--- src/rtl/unary_tape_adder.sv ---
module unary_tape_adder #(
  parameter int TAPE_LEN = 32,
  localparam int HW = $clog2(TAPE_LEN)
) (
  input  logic                clk,
  input  logic                rst_n,
  input  logic                load,
  input  logic [TAPE_LEN-1:0] load_tape,
  input  logic                start,
  output logic                busy,
  output logic                done,
  output logic                fault,
  output logic [TAPE_LEN-1:0] tape,
  output logic [HW-1:0]       head
);
  localparam logic [1:0] ST_SEEK = 2'd0, ST_RUN1 = 2'd1, ST_BACK = 2'd2, ST_TRIM = 2'd3;

  logic [TAPE_LEN-1:0] tape_r;
  logic [HW-1:0]       head_r;
  logic [1:0]          st, nxt;
  logic                run, done_r, fault_r;
  logic                go_r, go_l, wr, wv, halt, bad;

  wire sym    = tape_r[head_r];
  wire at_end = head_r == HW'(TAPE_LEN - 1);
  wire at_org = head_r == '0;
  wire off    = (go_r && at_end) || (go_l && at_org);

  always_comb begin
    go_r = 1'b0; go_l = 1'b0; wr = 1'b0; wv = 1'b0;
    halt = 1'b0; bad = 1'b0; nxt = st;
    case (st)
      ST_SEEK: if (!sym) begin go_r = 1'b1; nxt = ST_RUN1; end
               else bad = 1'b1;
      ST_RUN1: if (sym) go_r = 1'b1;
               else begin wr = 1'b1; wv = 1'b1; nxt = ST_BACK; end
      ST_BACK: if (sym) go_l = 1'b1;
               else begin go_r = 1'b1; nxt = ST_TRIM; end
      default: if (sym) begin wr = 1'b1; wv = 1'b0; end
               else halt = 1'b1;
    endcase
  end

  always_ff @(posedge clk or negedge rst_n) begin
    if (!rst_n) begin
      tape_r <= '0; head_r <= '0; st <= ST_SEEK;
      run <= 1'b0; done_r <= 1'b0; fault_r <= 1'b0;
    end else if (run) begin
      if (bad || off) begin
        run <= 1'b0; fault_r <= 1'b1;
      end else if (halt) begin
        run <= 1'b0; done_r <= 1'b1;
      end else begin
        if (wr)   tape_r[head_r] <= wv;
        if (go_r) head_r <= head_r + 1'b1;
        if (go_l) head_r <= head_r - 1'b1;
        st <= nxt;
      end
    end else if (load || start) begin
      if (load) tape_r <= load_tape;
      head_r <= '0; st <= ST_SEEK;
      done_r <= 1'b0; fault_r <= 1'b0;
      run <= start;
    end
  end

  assign busy  = run;
  assign done  = done_r;
  assign fault = fault_r;
  assign tape  = tape_r;
  assign head  = head_r;
endmodule

--- config.mk ---
export PLATFORM = sky130hd
export DESIGN_NAME = unary_tape_adder
export DESIGN_NICKNAME = d
export VERILOG_FILES = /design/src/rtl/unary_tape_adder.sv
export SDC_FILE = /design/constraint.sdc
export NUM_CORES = 1
export LEC_CHECK = 0
export BUFFER_PORTS_ARGS = -buffer_cell sky130_fd_sc_hd__buf_2
export CORE_MARGIN = 5
export CORE_UTILIZATION = 30
export CTS_BUF_LIST = sky130_fd_sc_hd__clkbuf_4
export CTS_CLUSTER_DIAMETER = 150
export CTS_CLUSTER_SIZE = 16
export DETAILED_ROUTE_END_ITERATION = 8
export GPL_ROUTABILITY_DRIVEN = 0
export SLEW_MARGIN = 5
export SYNTH_ARGS = -nofsm -noshare
export SYNTH_HDL_FRONTEND = slang
export SYNTH_SLANG_ARGS = --single-unit
--- constraint.sdc ---
create_clock -name clk -period 5.9 [get_ports clk]
set_clock_uncertainty 0.05 [all_clocks]
set_input_delay 0.295 -clock clk [delete_from_list [all_inputs] [get_ports clk]]
set_output_delay 0.295 -clock clk [all_outputs]
set_load 0.01 [all_outputs]
==> impl_table.tex, run 1 <==
\begin{tabular}{lr}
\hline
Metric & Value \\
\hline
\multicolumn{2}{l}{\textbf{Pwr}} \\
Worst IR drop on VDD & 220 uV \\
Total power density per cell area & 563 nW/um\^{}2 \\
Clock share of power & 9.8\% \\
Power, Total & 2.03 mW \\
Switching power as a share of total power & 51.5\% \\
Total internal power & 0.983 mW \\
Fraction of power consumed by sequential logic & 28.7\% \\
Relative contribution of combinational cells to total power & 61.5\% \\
Switching power summed over all nets & 1.05 mW \\
Static Leakage & 1.42 nW \\
\multicolumn{2}{l}{\textbf{Die}} \\
Horizontal die dimension & 113 um \\
Die Area & 12700 um\^{}2 \\
Number of primary I/O pins & 76 \\
Starting density of the core & 30.7\% \\
Standard-cell rows & 37 \\
Floorplan die height & 113 um \\
Core area & 10300 um\^{}2 \\
\multicolumn{2}{l}{\textbf{CTS}} \\
Post-CTS Resized & 0 \\
Source-to-sink clock delay at the later pin of the worst-skew pair & 0.36 ns \\
Cell chosen for the clock root & sky130\_fd\_sc\_hd\_\_clkbuf\_4 \\
Maximum count of clock buffers along a single path & 2 \\
CTS Sinks & 42 \\
Post-CTS repair timing setup buffer count & 0 \\
CTS buffer count & 5 \\
Hold buffer count at cts & 0 \\
TritonCTS clock tree & yes \\
H-tree depth & 2 \\
Worst-path clk slew & 0.14 ns \\
\multicolumn{2}{l}{\textbf{Cells and area}} \\
Filler cells & 1084 \\
Post-synthesis to final-layout area growth & 13.8\% \\
Final \#Nets & 412 \\
Share of cells above drive strength 1 & 34.1\% \\
\multicolumn{2}{l}{\textbf{Timing}} \\
Relative max-transition margin & 29.6\% \\
Final Hold Viols & 0 \\
RSZ-0062 raised after global routing & no \\
Measured slew at the worst slew-check pin & 1.06 ns \\
Final setup vio count & 0 \\
Fin crit period & 4.24 ns \\
Final count of pins violating max slew & 0 \\
Final Cycle Share & 71.8\% \\
Achievable clock frequency & 236 MHz \\
Final-layout setup total negative slack & 0 ns \\
\multicolumn{2}{l}{\textbf{Setup path}} \\
Endpoint arrival time on the critical path & 4.50 ns \\
Type of the setup path with the least slack & register to register \\
Startpoint kind of the worst setup timing path & register \\
Maximum fanout along the worst path & 21 \\
Endpoint kind of the worst setup timing path & register \\
Worst path required time & 6.17 ns \\
\multicolumn{2}{l}{\textbf{Synth}} \\
Total nets after synthesis & 360 \\
Simple-gate area share of the yosys netlist & 11.8\% \\
Number of synthesized register bits & 42 \\
Number of synthesis warnings & 0 \\
Mean Syn Cell Area & 10.0 um\^{}2 \\
Proportion of synthesized area in mux cells & 7.91\% \\
Synth area leader & sky130\_fd\_sc\_hd\_\_dfrtp\_1 \\
Sequential cell area fraction in the yosys report & 33.2\% \\
Prevailing post-synth register cell & sky130\_fd\_sc\_hd\_\_dfrtp\_1 \\
Number of standard cells after synthesis & 316 \\
Number of enable flip-flop cells after synthesis & 0 \\
Leading post-synthesis cells by cell area & sky130\_fd\_sc\_hd\_\_dfrtp\_1, sky130\_fd\_sc\_hd\_\_a21oi\_2, sky130\_fd\_sc\_hd\_\_a311oi\_1, sky130\_fd\_sc\_hd\_\_o32ai\_1, sky130\_fd\_sc\_hd\_\_mux2i\_1 \\
Post-Synthesis Cell Area & 3160 um\^{}2 \\
XOR/XNOR share of the synthesized area & 0.554\% \\
Combinational family with the most area after synthesis & compound AO/OA/AOI/OAI gates \\
Area share of the largest cell type after synthesis & 33.2\% \\
Distinct cell type count of the synthesized netlist & 53 \\
Fraction of synthesis flops using an asynchronous set or reset pin & 100\% \\
Share of the synthesized area in compound gates (AO/OA/AOI/OAI) & 35.5\% \\
Adder-cell share of the synthesized area & 3.40\% \\
\multicolumn{2}{l}{\textbf{Route}} \\
Vias post-DR & 2950 \\
Met1 Wirelength & 4510 um \\
DR DRC count & 0 \\
Vias/cell & 5.83 \\
Total length of routed met2 wires & 4970 um \\
Highest signal layer in the routed design & met4 \\
Detail Route met3 WL & 617 um \\
Number of design-rule violations left by the first detailed-router iteration & 194 \\
Drt total wl & 10300 um \\
Antenna violation net count after detailed routing & 0 \\
Routed wire per std cell & 20.3 um \\
Detailed-routing iteration count for the pre-antenna-repair pass & 4 \\
\multicolumn{2}{l}{\textbf{Global routing}} \\
Overall routing resource usage & 16.1\% \\
Pin count of the biggest net entering global routing & 50 \\
Sum of overflow across all layers after global routing & 0 \\
Vias in the first global route & 3131 \\
Initial antenna violation count & 1 \\
First-pass GRT wire length & 16600 um \\
\multicolumn{2}{l}{\textbf{Worst hold path}} \\
Worst min-delay path class & input pin to asynchronous set/reset pin \\
\multicolumn{2}{l}{\textbf{Job}} \\
Number of max-cap violations & 0 \\
\multicolumn{2}{l}{\textbf{Place}} \\
Post-DP HPWL & 7170 um \\
Port Buf Inserts & 75 \\
\multicolumn{2}{l}{\textbf{Run status}} \\
Status & finished clean \\
\hline
\end{tabular}
-- cells in the final DEF, fill, tap and decap left out, types with 2 or more instances in the layout --
cell,n
sky130_fd_sc_hd__buf_2,75
sky130_fd_sc_hd__dfrtp_1,42
sky130_fd_sc_hd__a311oi_1,30
sky130_fd_sc_hd__a21oi_2,30
sky130_fd_sc_hd__o32ai_1,27
sky130_fd_sc_hd__nor2_1,15
sky130_fd_sc_hd__nand2_1,15
sky130_fd_sc_hd__a21oi_1,15
sky130_fd_sc_hd__mux2i_1,13
sky130_fd_sc_hd__o22ai_1,8
sky130_fd_sc_hd__nand3_1,8
sky130_fd_sc_hd__nor3_1,8
sky130_fd_sc_hd__inv_1,7
sky130_fd_sc_hd__ha_1,7
sky130_fd_sc_hd__clkbuf_4,6
sky130_fd_sc_hd__a21o_1,5
sky130_fd_sc_hd__or3b_1,4
sky130_fd_sc_hd__o21ai_0,4
sky130_fd_sc_hd__and3b_1,3
sky130_fd_sc_hd__a211o_1,3
sky130_fd_sc_hd__nor3b_1,3
sky130_fd_sc_hd__nand3b_1,2
sky130_fd_sc_hd__nor3_2,2
sky130_fd_sc_hd__and2_1,2
sky130_fd_sc_hd__mux4_1,2
sky130_fd_sc_hd__a22o_1,2
sky130_fd_sc_hd__o211a_1,2
sky130_fd_sc_hd__mux2i_4,2
sky130_fd_sc_hd__buf_4,2
-- metrics by stage --
stage          hold WS [ns]  instance area (um^2)  utilization (%)  setup WS (ns)  instances
5_1_grt              0.0961                  3600             34.9           1.40        506
3_5_place_dp          0.467                  3520             34.1           1.70        497
3_3_place_gp          0.475                  3520             34.1           1.84        497
4_1_cts              0.0555                  3600             34.9           1.66        505
6_report             0.0253                  3600             34.9           1.66        506
2_1_floorplan       -0.0506                  3160                -           2.43        316
-- worst max-delay path, stage by stage, from the launching register on --
cell and delay [ns]:
sky130_fd_sc_hd__dfrtp_1 1.01, sky130_fd_sc_hd__mux4_1 0.65, sky130_fd_sc_hd__a22o_1 0.28, sky130_fd_sc_hd__a211oi_4 0.25, sky130_fd_sc_hd__o21ai_4 0.21, sky130_fd_sc_hd__nand2_1 0.16
sky130_fd_sc_hd__inv_1 0.08, sky130_fd_sc_hd__ha_1 0.32, sky130_fd_sc_hd__a21o_1 0.17, sky130_fd_sc_hd__a21oi_1 0.34, sky130_fd_sc_hd__mux2i_1 0.24, sky130_fd_sc_hd__nand3_1 0.09
sky130_fd_sc_hd__a21oi_1 0.16, sky130_fd_sc_hd__o32a_1 0.16
-- worst paths after layout --
path	cells after the start	startpoint	end	slack, ns
max in group asynchronous	1	rst_n	tape[6]	5.15
min in group clk	2	start	busy	0.13
max	13	head[0]	head[4]	1.66
min reg2reg	2	done	done	0.51
max reg2reg	13	head[0]	head[4]	1.66
min	1	rst_n	done	0.03
-- logic make-up after synthesis --
kind of cell               Yosys count
adders and majority gates            8
xor gates and xnor gates             2
and+or+nand+nor                     69
AOI/OAI and AO/OA                  137
buffers and inverters               40
muxes                               18
DFF                                 42
-- synthesized netlist by cell type (2+ instances only) --
cell type	n
sky130_fd_sc_hd__a21oi_2	30
sky130_fd_sc_hd__a21oi_1	15
sky130_fd_sc_hd__or3b_1	4
sky130_fd_sc_hd__buf_2	3
sky130_fd_sc_hd__mux2i_4	2
sky130_fd_sc_hd__o32ai_1	27
sky130_fd_sc_hd__clkbuf_1	20
sky130_fd_sc_hd__a21o_1	5
sky130_fd_sc_hd__a211o_1	3
sky130_fd_sc_hd__o21ai_0	4
sky130_fd_sc_hd__o22ai_1	8
sky130_fd_sc_hd__a311oi_1	30
sky130_fd_sc_hd__nand3_1	8
sky130_fd_sc_hd__nor2b_1	2
sky130_fd_sc_hd__dfrtp_1	42
sky130_fd_sc_hd__nor3b_1	3
sky130_fd_sc_hd__buf_12	3
sky130_fd_sc_hd__and2_1	2
sky130_fd_sc_hd__a22o_1	2
sky130_fd_sc_hd__and3b_1	3
sky130_fd_sc_hd__nor3_1	8
sky130_fd_sc_hd__mux4_1	2
sky130_fd_sc_hd__nor2_1	15
sky130_fd_sc_hd__nand2_1	15
sky130_fd_sc_hd__inv_1	7
sky130_fd_sc_hd__buf_6	5
sky130_fd_sc_hd__o211a_1	2
sky130_fd_sc_hd__ha_1	7
sky130_fd_sc_hd__nand3b_1	2
sky130_fd_sc_hd__mux2i_1	13
sky130_fd_sc_hd__nor3_2	2
-- routing by layer --
metal / vias up / GRT usage [%]
met5: - / 0
met4: 0 / 5.13
met3: 12 / 2.57
met2: 108 / 25.9
met1: 1466 / 22.1
li1: 1364 / -
-- power groups by stage --
stage	Sequential [mW]	Combinational [mW]	Clock (mW)
floorplan	0.559	0.975	0
global placement	0.588	1.22	0
detailed placement	0.591	1.25	0
CTS	0.583	1.25	0.205
global route	0.604	1.37	0.217
finish	0.582	1.25	0.199
-- area by class of cell --
class | count | area (um^2) | share of cell area, %
Timing Repair Buffer | 77 | 390 | 10.8
Tap cell | 136 | 170 | 4.72
Multi-Input combinational cell | 234 | 1880 | 52.1
Clock buffer | 6 | 45.0 | 1.25
Antenna cell | 1 | 2.50 | 0.0695
Clock inverter | 2 | 37.5 | 1.04
Sequential cell | 42 | 1050 | 29.2
Inverter | 8 | 30.0 | 0.834
-- registers in the layout, summed over array words and instances, names as in the netlist --
name,flops
done,1
head,5
tape,32
fault,1
busy,1
st,2
(Power assumes the default switching activity.)
==> inputs of run 2 (changes only) <==
--- a/config.mk
+++ b/config.mk
@@ -5,6 +5,7 @@
 export SDC_FILE = /design/constraint.sdc
 export NUM_CORES = 1
 export LEC_CHECK = 0
+export ABC_AREA = 1
 export BUFFER_PORTS_ARGS = -buffer_cell sky130_fd_sc_hd__buf_2
 export CORE_MARGIN = 5
 export CORE_UTILIZATION = 30
==> constraint.sdc (replaced) <==
create_clock -name clk -period 4.1 [get_ports clk]
set_clock_uncertainty 0.05 [all_clocks]
set_input_delay 0.205 -clock clk [delete_from_list [all_inputs] [get_ports clk]]
set_output_delay 0.205 -clock clk [all_outputs]
set_load 0.01 [all_outputs]
==> run 2 against run 1 <==
Net effect: clock power is 45% higher; critical path depth is 7 higher; total power is 46% higher; flip-flop and latch count stayed put.
==> impl_table.tex, run 2 <==
\begin{tabular}{lr}
\hline
Metric & Value \\
\hline
\multicolumn{2}{l}{\textbf{Timing}} \\
Measured slew at the worst slew-check pin & 1.13 ns (+0.0716 ns) \\
Fin crit period & 3.35 ns (-0.888 ns) \\
Relative max-transition margin & 24.7\% (-5.0 points) \\
RSZ-0062 raised after global routing & no \\
Min setup slack post-route & 0.752 ns (-0.912 ns) \\
Final Cycle Share & 81.6\% (+9.9 points) \\
Final Hold Viols & 0 (unchanged) \\
Final count of pins violating max slew & 0 (unchanged) \\
Final-layout setup total negative slack & 0 ns (unchanged) \\
Achievable clock frequency & 299 MHz (+27\%) \\
Final setup vio count & 0 (unchanged) \\
\multicolumn{2}{l}{\textbf{Setup path}} \\
R2r worst-path depth & 20 (+7) \\
Type of the setup path with the least slack & register to register \\
Startpoint kind of the worst setup timing path & register \\
Endpoint kind of the worst setup timing path & register \\
Endpoint arrival time on the critical path & 3.61 ns (-0.89 ns) \\
Worst path required time & 4.37 ns (-1.80 ns) \\
R2r startpoint & head[0] \\
Maximum fanout along the worst path & 18 (-14\%) \\
Internal reg-to-reg setup slack & 0.75 ns (-0.91 ns) \\
Critical register-to-register path endpoint & head[4] \\
\multicolumn{2}{l}{\textbf{Die}} \\
Die Area & 13600 um\^{}2 (+7.2\%) \\
Standard-cell rows & 39 (+5.4\%) \\
Floorplan die height & 117 um (+3.6\%) \\
Number of primary I/O pins & 76 (unchanged) \\
Horizontal die dimension & 117 um (+3.6\%) \\
Starting density of the core & 30.3\% (-0.35 points) \\
Core area & 11300 um\^{}2 (+9.2\%) \\
\multicolumn{2}{l}{\textbf{Route}} \\
Detailed-routing iteration count for the pre-antenna-repair pass & 4 (unchanged) \\
Vias/cell & 5.25 (-9.9\%) \\
DR DRC count & 0 (unchanged) \\
Vias post-DR & 3929 (+33\%) \\
Drt total wl & 11700 um (+14\%) \\
Routed wire per std cell & 15.6 um (-23\%) \\
Antenna violation net count after detailed routing & 0 (unchanged) \\
Number of design-rule violations left by the first detailed-router iteration & 420 (+120\%) \\
\multicolumn{2}{l}{\textbf{Worst hold path}} \\
Hold Path Stages & 3 \\
Worst min-delay path class & input pin to register \\
Hold path startpoint & start \\
End point of the worst hold path & busy \\
\multicolumn{2}{l}{\textbf{Pwr}} \\
Worst IR drop on VDD & 190 uV (-14\%) \\
Total power density per cell area & 746 nW/um\^{}2 (+32\%) \\
Static Leakage & 2.06 nW (+45\%) \\
\multicolumn{2}{l}{\textbf{Synth}} \\
Most instantiated library cell after synthesis & sky130\_fd\_sc\_hd\_\_nand2\_1 \\
Proportion of synthesized area in mux cells & 0\% (-7.9 points) \\
Post-Synthesis Cell Area & 3420 um\^{}2 (+7.9\%) \\
XOR/XNOR share of the synthesized area & 0.769\% (+0.22 points) \\
Distinct cell type count of the synthesized netlist & 28 (-47\%) \\
Area share of the largest cell type after synthesis & 30.8\% (-2.4 points) \\
Fraction of synthesis flops using an asynchronous set or reset pin & 100\% (unchanged) \\
Number of synthesized register bits & 42 (unchanged) \\
Number of synthesis warnings & 0 (unchanged) \\
Share of the synthesized area in compound gates (AO/OA/AOI/OAI) & 10.7\% (-25 points) \\
Total nets after synthesis & 586 (+63\%) \\
Prevailing post-synth register cell & sky130\_fd\_sc\_hd\_\_dfrtp\_1 \\
Leading post-synthesis cells by cell area & sky130\_fd\_sc\_hd\_\_dfrtp\_1, sky130\_fd\_sc\_hd\_\_nand2\_1, sky130\_fd\_sc\_hd\_\_nand3\_1, sky130\_fd\_sc\_hd\_\_o21ai\_0, sky130\_fd\_sc\_hd\_\_inv\_1 \\
Synth area leader & sky130\_fd\_sc\_hd\_\_dfrtp\_1 \\
Number of enable flip-flop cells after synthesis & 0 (unchanged) \\
Sequential cell area fraction in the yosys report & 30.8\% (-2.4 points) \\
Number of standard cells after synthesis & 542 (+72\%) \\
Mean Syn Cell Area & 6.30 um\^{}2 (-37\%) \\
Simple-gate area share of the yosys netlist & 46.0\% (+34 points) \\
Adder-cell share of the synthesized area & 3.15\% (-0.25 points) \\
Combinational family with the most area after synthesis & simple AND/OR/NAND/NOR gates \\
Cell types with the highest counts after synthesis & sky130\_fd\_sc\_hd\_\_nand2\_1, sky130\_fd\_sc\_hd\_\_nand3\_1, sky130\_fd\_sc\_hd\_\_o21ai\_0 \\
\multicolumn{2}{l}{\textbf{Global routing}} \\
Sum of overflow across all layers after global routing & 0 (unchanged) \\
Initial antenna violation count & 1 (unchanged) \\
Vias in the first global route & 3612 (+15\%) \\
Pin count of the biggest net entering global routing & 75 (+50\%) \\
Overall routing resource usage & 17.3\% (+1.2 points) \\
First-pass GRT wire length & 18400 um (+11\%) \\
\multicolumn{2}{l}{\textbf{Place}} \\
Port Buf Inserts & 75 (unchanged) \\
Placed Area & 3860 um\^{}2 (+9.9\%) \\
Post-DP HPWL & 8360 um (+17\%) \\
Placed cell count & 738 (+48\%) \\
Worst slack, placed & 0.848 ns (-0.849 ns) \\
\multicolumn{2}{l}{\textbf{Cells and area}} \\
Final design utilization & 35.1\% (+0.24 points) \\
Share of cells above drive strength 1 & 18.9\% (-15 points) \\
Leading cell type in the layout, fill and taps excluded & sky130\_fd\_sc\_hd\_\_nand2\_1 \\
Design area & 3960 um\^{}2 (+9.9\%) \\
Final \#Nets & 647 (+57\%) \\
Flip-flop count of the largest register after layout & 32 (unchanged) \\
Post-synthesis to final-layout area growth & 15.9\% \\
Most frequent cells in the layout & sky130\_fd\_sc\_hd\_\_nand2\_1, sky130\_fd\_sc\_hd\_\_nand3\_1, sky130\_fd\_sc\_hd\_\_buf\_2 \\
Final std cells w/o fill & 748 (+48\%) \\
\multicolumn{2}{l}{\textbf{CTS}} \\
CTS buffer count & 5 (unchanged) \\
H-tree depth & 2 (unchanged) \\
Cell chosen for the clock root & sky130\_fd\_sc\_hd\_\_clkbuf\_4 \\
Maximum count of clock buffers along a single path & 2 (unchanged) \\
Worst-path clk slew & 0.16 ns (+0.02 ns) \\
Source-to-sink clock delay at the later pin of the worst-skew pair & 0.38 ns (+0.02 ns) \\
CTS Sinks & 42 (unchanged) \\
TritonCTS clock tree & yes \\
\multicolumn{2}{l}{\textbf{Job}} \\
Number of max-cap violations & 0 (unchanged) \\
\multicolumn{2}{l}{\textbf{Run status}} \\
Status & finished clean \\
\hline
\end{tabular}
[run 2: cell types whose count changed in the layout (fill, tap and decap cells not counted), sizes merged, moves of 10 or more]
| cell | delta |
|---|---|
| a311oi | -30 |
| o32ai | -27 |
| nand2 | +195 |
| nand3 | +93 |
| nand4 | +10 |
| inv | +26 |
| o21ai | +60 |
| a21oi | -42 |
| mux2i | -15 |
[run 2: kinds of logic after synthesis]
group,count (synthesis)
AND/OR/NAND/NOR,354
AO/OA/AOI/OAI,71
buffers and inverters,64
flip-flops,42
adder cells (fa/ha/maj),8
XOR/XNOR,3
[run 2: worst max-delay path: stages (launching register included)]
cell	delay [ns]
sky130_fd_sc_hd__dfrtp_1	0.65
sky130_fd_sc_hd__inv_2	0.26
sky130_fd_sc_hd__nand2_1	0.12
sky130_fd_sc_hd__nand2_1	0.06
sky130_fd_sc_hd__nand2_1	0.06
sky130_fd_sc_hd__nand2_1	0.05
sky130_fd_sc_hd__nand2_1	0.05
sky130_fd_sc_hd__nand2_1	0.07
sky130_fd_sc_hd__nor2_2	0.20
sky130_fd_sc_hd__nand2_2	0.12
sky130_fd_sc_hd__nand2_1	0.15
sky130_fd_sc_hd__inv_1	0.11
sky130_fd_sc_hd__ha_1	0.31
sky130_fd_sc_hd__inv_1	0.07
sky130_fd_sc_hd__o21ai_0	0.08
sky130_fd_sc_hd__a21oi_1	0.20
sky130_fd_sc_hd__xor2_1	0.22
sky130_fd_sc_hd__o21ai_0	0.13
sky130_fd_sc_hd__nor2_1	0.13
sky130_fd_sc_hd__nand4_1	0.09
sky130_fd_sc_hd__nand2_1	0.10
[run 2: worst max path at each step]
stage,startpoint,to,slack [ns]
global route,head[0],head[4],0.41
global placement,head[1],head[4],1.07
detailed placement,head[0],head[4],0.85
CTS,head[0],head[4],0.79
floorplan,head[0],head[4],1.45
finish,head[0],head[4],0.75
[run 2: metrics by stage]
| step | hold slack, ns | power [mW] |
|---|---|---|
| after floorplan | -0.141 | 2.10 |
| after global placement | 0.376 | 2.63 |
| after detailed placement | 0.397 | 2.67 |
| after CTS | 0.0290 | 2.96 |
| after global routing | 0.0669 | 3.22 |
| final | 0.0400 | 2.95 |
[run 2: power by group]
group          switching [mW]  internal [mW]
Clock                   0.161          0.128
Sequential              0.208          0.578
Combinational            1.32          0.557
[run 2: routing by layer]
layer	vias up	part of all wire, %	track usage [%]
li1	1908	-	-
met1	1847	44	23.1
met2	161	47	28.4
met3	13	8.0	3.11
met4	0	1.1	5.05
met5	-	0	0
[run 2: repair_timing]
item,CTS,global route
hold buffers,1,0
gates resized for setup,0,0
buffers inserted,0,0
endpoints found under the hold margin,42,0
[run 2: area by class of cell]
type,instances,area (um^2)
clock inverter,3,45.0
multi-input combinational,436,2070
inverter,34,128
timing repair buffer,84,445
clock buffer,5,37.5
tap,143,179
sequential,42,1050
fill,1244,7310
antenna,1,2.50
==> inputs of run 3 (changes only) <==
==> constraint.sdc (replaced) <==
create_clock -name clk -period 3.3 [get_ports clk]
set_clock_uncertainty 0.05 [all_clocks]
set_input_delay 0.165 -clock clk [delete_from_list [all_inputs] [get_ports clk]]
set_output_delay 0.165 -clock clk [all_outputs]
set_load 0.01 [all_outputs]
==> run 3 against run 2 <==
Net effect: worst setup slack got worse by 0.44 ns; routed wire length increased by 1.3%; final area increased by 1.4%; sequential share of layout area decreased by 0.28 points; critical path depth decreased by 3; clock-buffer cell count unchanged; fmax increased by 12%; global-route usage increased by 0.56 points; critical path type unchanged.
==> impl_table.tex, run 3 (synthesis gave the netlist of run 2 again) <==
\begin{tabular}{lr}
\hline
Metric & Value \\
\hline
\multicolumn{2}{l}{\textbf{Cells and area}} \\
Register area & 1060 um\^{}2 (+0.36\%) \\
Final \#Nets & 654 (+1.1\%) \\
Share of cells above drive strength 1 & 20.3\% (+1.4 points) \\
Filler cells & 1238 (-0.48\%) \\
Area of combinational cells with multiple inputs & 2090 um\^{}2 (+0.85\%) \\
Most frequent cells in the layout & sky130\_fd\_sc\_hd\_\_nand2\_1, sky130\_fd\_sc\_hd\_\_nand3\_1, sky130\_fd\_sc\_hd\_\_buf\_2 \\
Leading cell type in the layout, fill and taps excluded & sky130\_fd\_sc\_hd\_\_nand2\_1 \\
Post-synthesis to final-layout area growth & 17.6\% \\
Flip-flop count of the largest register after layout & 32 (unchanged) \\
\multicolumn{2}{l}{\textbf{CTS}} \\
Worst-path clk slew & 0.16 ns (about the same) \\
Post-CTS repair timing setup buffer count & 0 (unchanged) \\
CTS Sinks & 42 (unchanged) \\
H-tree depth & 2 (unchanged) \\
Source-to-sink clock delay at the later pin of the worst-skew pair & 0.39 ns (about the same) \\
Maximum count of clock buffers along a single path & 2 (unchanged) \\
TritonCTS clock tree & yes \\
Cell chosen for the clock root & sky130\_fd\_sc\_hd\_\_clkbuf\_4 \\
CTS buffer count & 5 (unchanged) \\
\multicolumn{2}{l}{\textbf{Route}} \\
Antenna violation net count after detailed routing & 0 (unchanged) \\
Number of design-rule violations left by the first detailed-router iteration & 260 (-38\%) \\
Drt total wl & 11800 um (+1.3\%) \\
Routed wire per std cell & 15.7 um (+0.39\%) \\
Detailed-routing iteration count for the pre-antenna-repair pass & 6 (+2) \\
Vias post-DR & 3887 (-1.1\%) \\
Vias/cell & 5.15 (-2.0\%) \\
DR DRC count & 0 (unchanged) \\
\multicolumn{2}{l}{\textbf{Die}} \\
Core area & 11300 um\^{}2 (unchanged) \\
Starting density of the core & 30.3\% (unchanged) \\
Number of primary I/O pins & 76 (unchanged) \\
Horizontal die dimension & 117 um (unchanged) \\
Die Area & 13600 um\^{}2 (unchanged) \\
Floorplan die height & 117 um (unchanged) \\
Standard-cell rows & 39 (unchanged) \\
\multicolumn{2}{l}{\textbf{Setup path}} \\
Type of the setup path with the least slack & register to register \\
R2r startpoint & head[4] \\
CP max stage cell & sky130\_fd\_sc\_hd\_\_dfrtp\_2 \\
Biggest cell delay along the critical path & 0.53 ns (-0.12 ns) \\
Endpoint arrival time on the critical path & 3.28 ns (-0.33 ns) \\
Worst path cell trace & inv\_2, nor3\_2, nand2\_1, nand2\_1, nor2\_2, nand2\_2, nand2\_1, inv\_1, ha\_1, inv\_1, o21ai\_0, a21oi\_1, xor2\_1, o21ai\_0, nor2\_1, nand4\_1, nand2\_1 \\
R2r worst-path depth & 17 (-15\%) \\
Largest delay share family, worst path & simple AND/OR/NAND/NOR gates \\
Startpoint kind of the worst setup timing path & register \\
Crit-path most repeated cell & sky130\_fd\_sc\_hd\_\_nand2\_1 \\
Maximum fanout along the worst path & 8 (-10) \\
Endpoint kind of the worst setup timing path & register \\
Critical register-to-register path endpoint & head[4] \\
Count of buffering cells on the critical path with inverters included & 3 (unchanged) \\
Worst path required time & 3.59 ns (-0.78 ns) \\
Internal reg-to-reg setup slack & 0.32 ns (-0.44 ns) \\
\multicolumn{2}{l}{\textbf{Worst hold path}} \\
Worst min-delay path class & input pin to register \\
End point of the worst hold path & tape[20] \\
Hold path startpoint & load\_tape[20] \\
Hold Path Stages & 5 (+2) \\
\multicolumn{2}{l}{\textbf{Timing}} \\
Achievable clock frequency & 335 MHz (+12\%) \\
Final setup vio count & 0 (unchanged) \\
Final-layout setup total negative slack & 0 ns (unchanged) \\
Relative max-transition margin & 32.6\% (+8.0 points) \\
Final Hold Viols & 0 (unchanged) \\
Final count of pins violating max slew & 0 (unchanged) \\
Measured slew at the worst slew-check pin & 1.01 ns (-0.117 ns) \\
Fin crit period & 2.98 ns (-0.364 ns) \\
Final Cycle Share & 90.4\% (+8.8 points) \\
RSZ-0062 raised after global routing & no \\
Worst hold slack after final layout & 0.0596 ns (+0.0197 ns) \\
\multicolumn{2}{l}{\textbf{Pwr}} \\
Worst IR drop on VDD & 283 uV (+49\%) \\
Static Leakage & 2.08 nW (+1.1\%) \\
Total power density per cell area & 921 nW/um\^{}2 (+24\%) \\
\multicolumn{2}{l}{\textbf{Job}} \\
Number of max-cap violations & 0 (unchanged) \\
\multicolumn{2}{l}{\textbf{Global routing}} \\
Vias in the first global route & 3731 (+3.3\%) \\
Pin count of the biggest net entering global routing & 75 (unchanged) \\
Initial antenna violation count & 1 (unchanged) \\
First-pass GRT wire length & 19200 um (+4.0\%) \\
Overall routing resource usage & 17.8\% (+0.56 points) \\
Sum of overflow across all layers after global routing & 0 (unchanged) \\
\multicolumn{2}{l}{\textbf{Place}} \\
Post-DP HPWL & 8460 um (+1.2\%) \\
Port Buf Inserts & 75 (unchanged) \\
\multicolumn{2}{l}{\textbf{Run status}} \\
Status & finished clean \\
\hline
\end{tabular}
run 3: cell types whose count changed in the layout (fill, tap and decap cells not counted), moves of 2 or more:
cell / delta
sky130_fd_sc_hd__dfrtp_1: -3
sky130_fd_sc_hd__nor3_4: +2
sky130_fd_sc_hd__buf_4: +6
sky130_fd_sc_hd__dfrtp_2: +3
run 3: area by class of cell:
class	count	area share, %
Multi-Input combinational cell	436	52.0
Antenna cell	1	0.0623
Inverter	34	3.18
Tap cell	143	4.45
Clock buffer	5	0.935
Sequential cell	42	26.3
Timing Repair Buffer	91	12.5
Clock inverter	3	0.623
run 3: worst max path at each step:
stage                     startpoint      end  slack, ns  cells past startpoint
after detailed placement     head[3]  head[4]       0.23                     17
after global placement       head[4]  head[4]       0.41                     17
after floorplan              head[0]  head[4]       0.65                     22
after CTS                    head[3]  head[4]       0.20                     17
final                        head[4]  head[4]       0.32                     17
after global routing         head[3]  head[4]       0.06                     17
run 3: timing repair:
action	4_1_cts	5_1_grt
endpoints found under the hold margin	43	0
endpoints found under the setup margin	0	1
gates resized for setup	0	6
hold buffers	2	0
run 3: metrics by stage:
stage	power, mW	area [um^2]	worst slack (ns)	utilization [%]	std cells
2_1_floorplan	2.61	3420	0.645	-	542
3_3_place_gp	3.36	3910	0.406	34.7	744
3_5_place_dp	3.38	3910	0.231	34.7	744
4_1_cts	3.69	3990	0.205	35.4	754
5_1_grt	4.06	4020	0.0566	35.6	755
6_report	3.70	4020	0.316	35.6	755
run 3: where the power goes:
part           total, mW  internal (mW)  switching (mW)
Clock              0.299         0.0873           0.212
Sequential         0.937          0.721           0.216
Combinational       2.46          0.745            1.72
run 3: routing by layer:
layer  wire length [um]  track usage, %  up-vias  share of wire, %
met5                  0               0        -                 0
met4                247            5.58        0               2.1
met3                834            2.69       21               7.0
met2               5460            28.9      139                46
met1               5290            24.5     1805                45
li1                   -               -     1922                 -
run 3: worst reg2reg max path, cell delays in order (launching register included):
cell                      delay (ns)
sky130_fd_sc_hd__dfrtp_2        0.53
sky130_fd_sc_hd__inv_2          0.12
sky130_fd_sc_hd__nor3_2         0.41
sky130_fd_sc_hd__nand2_1        0.11
sky130_fd_sc_hd__nand2_1        0.09
sky130_fd_sc_hd__nor2_2         0.06
sky130_fd_sc_hd__nand2_2        0.09
sky130_fd_sc_hd__nand2_1        0.12
sky130_fd_sc_hd__inv_1          0.14
sky130_fd_sc_hd__ha_1           0.27
sky130_fd_sc_hd__inv_1          0.08
sky130_fd_sc_hd__o21ai_0        0.08
sky130_fd_sc_hd__a21oi_1        0.17
sky130_fd_sc_hd__xor2_1         0.20
sky130_fd_sc_hd__o21ai_0        0.11
sky130_fd_sc_hd__nor2_1         0.13
sky130_fd_sc_hd__nand4_1        0.10
sky130_fd_sc_hd__nand2_1        0.09
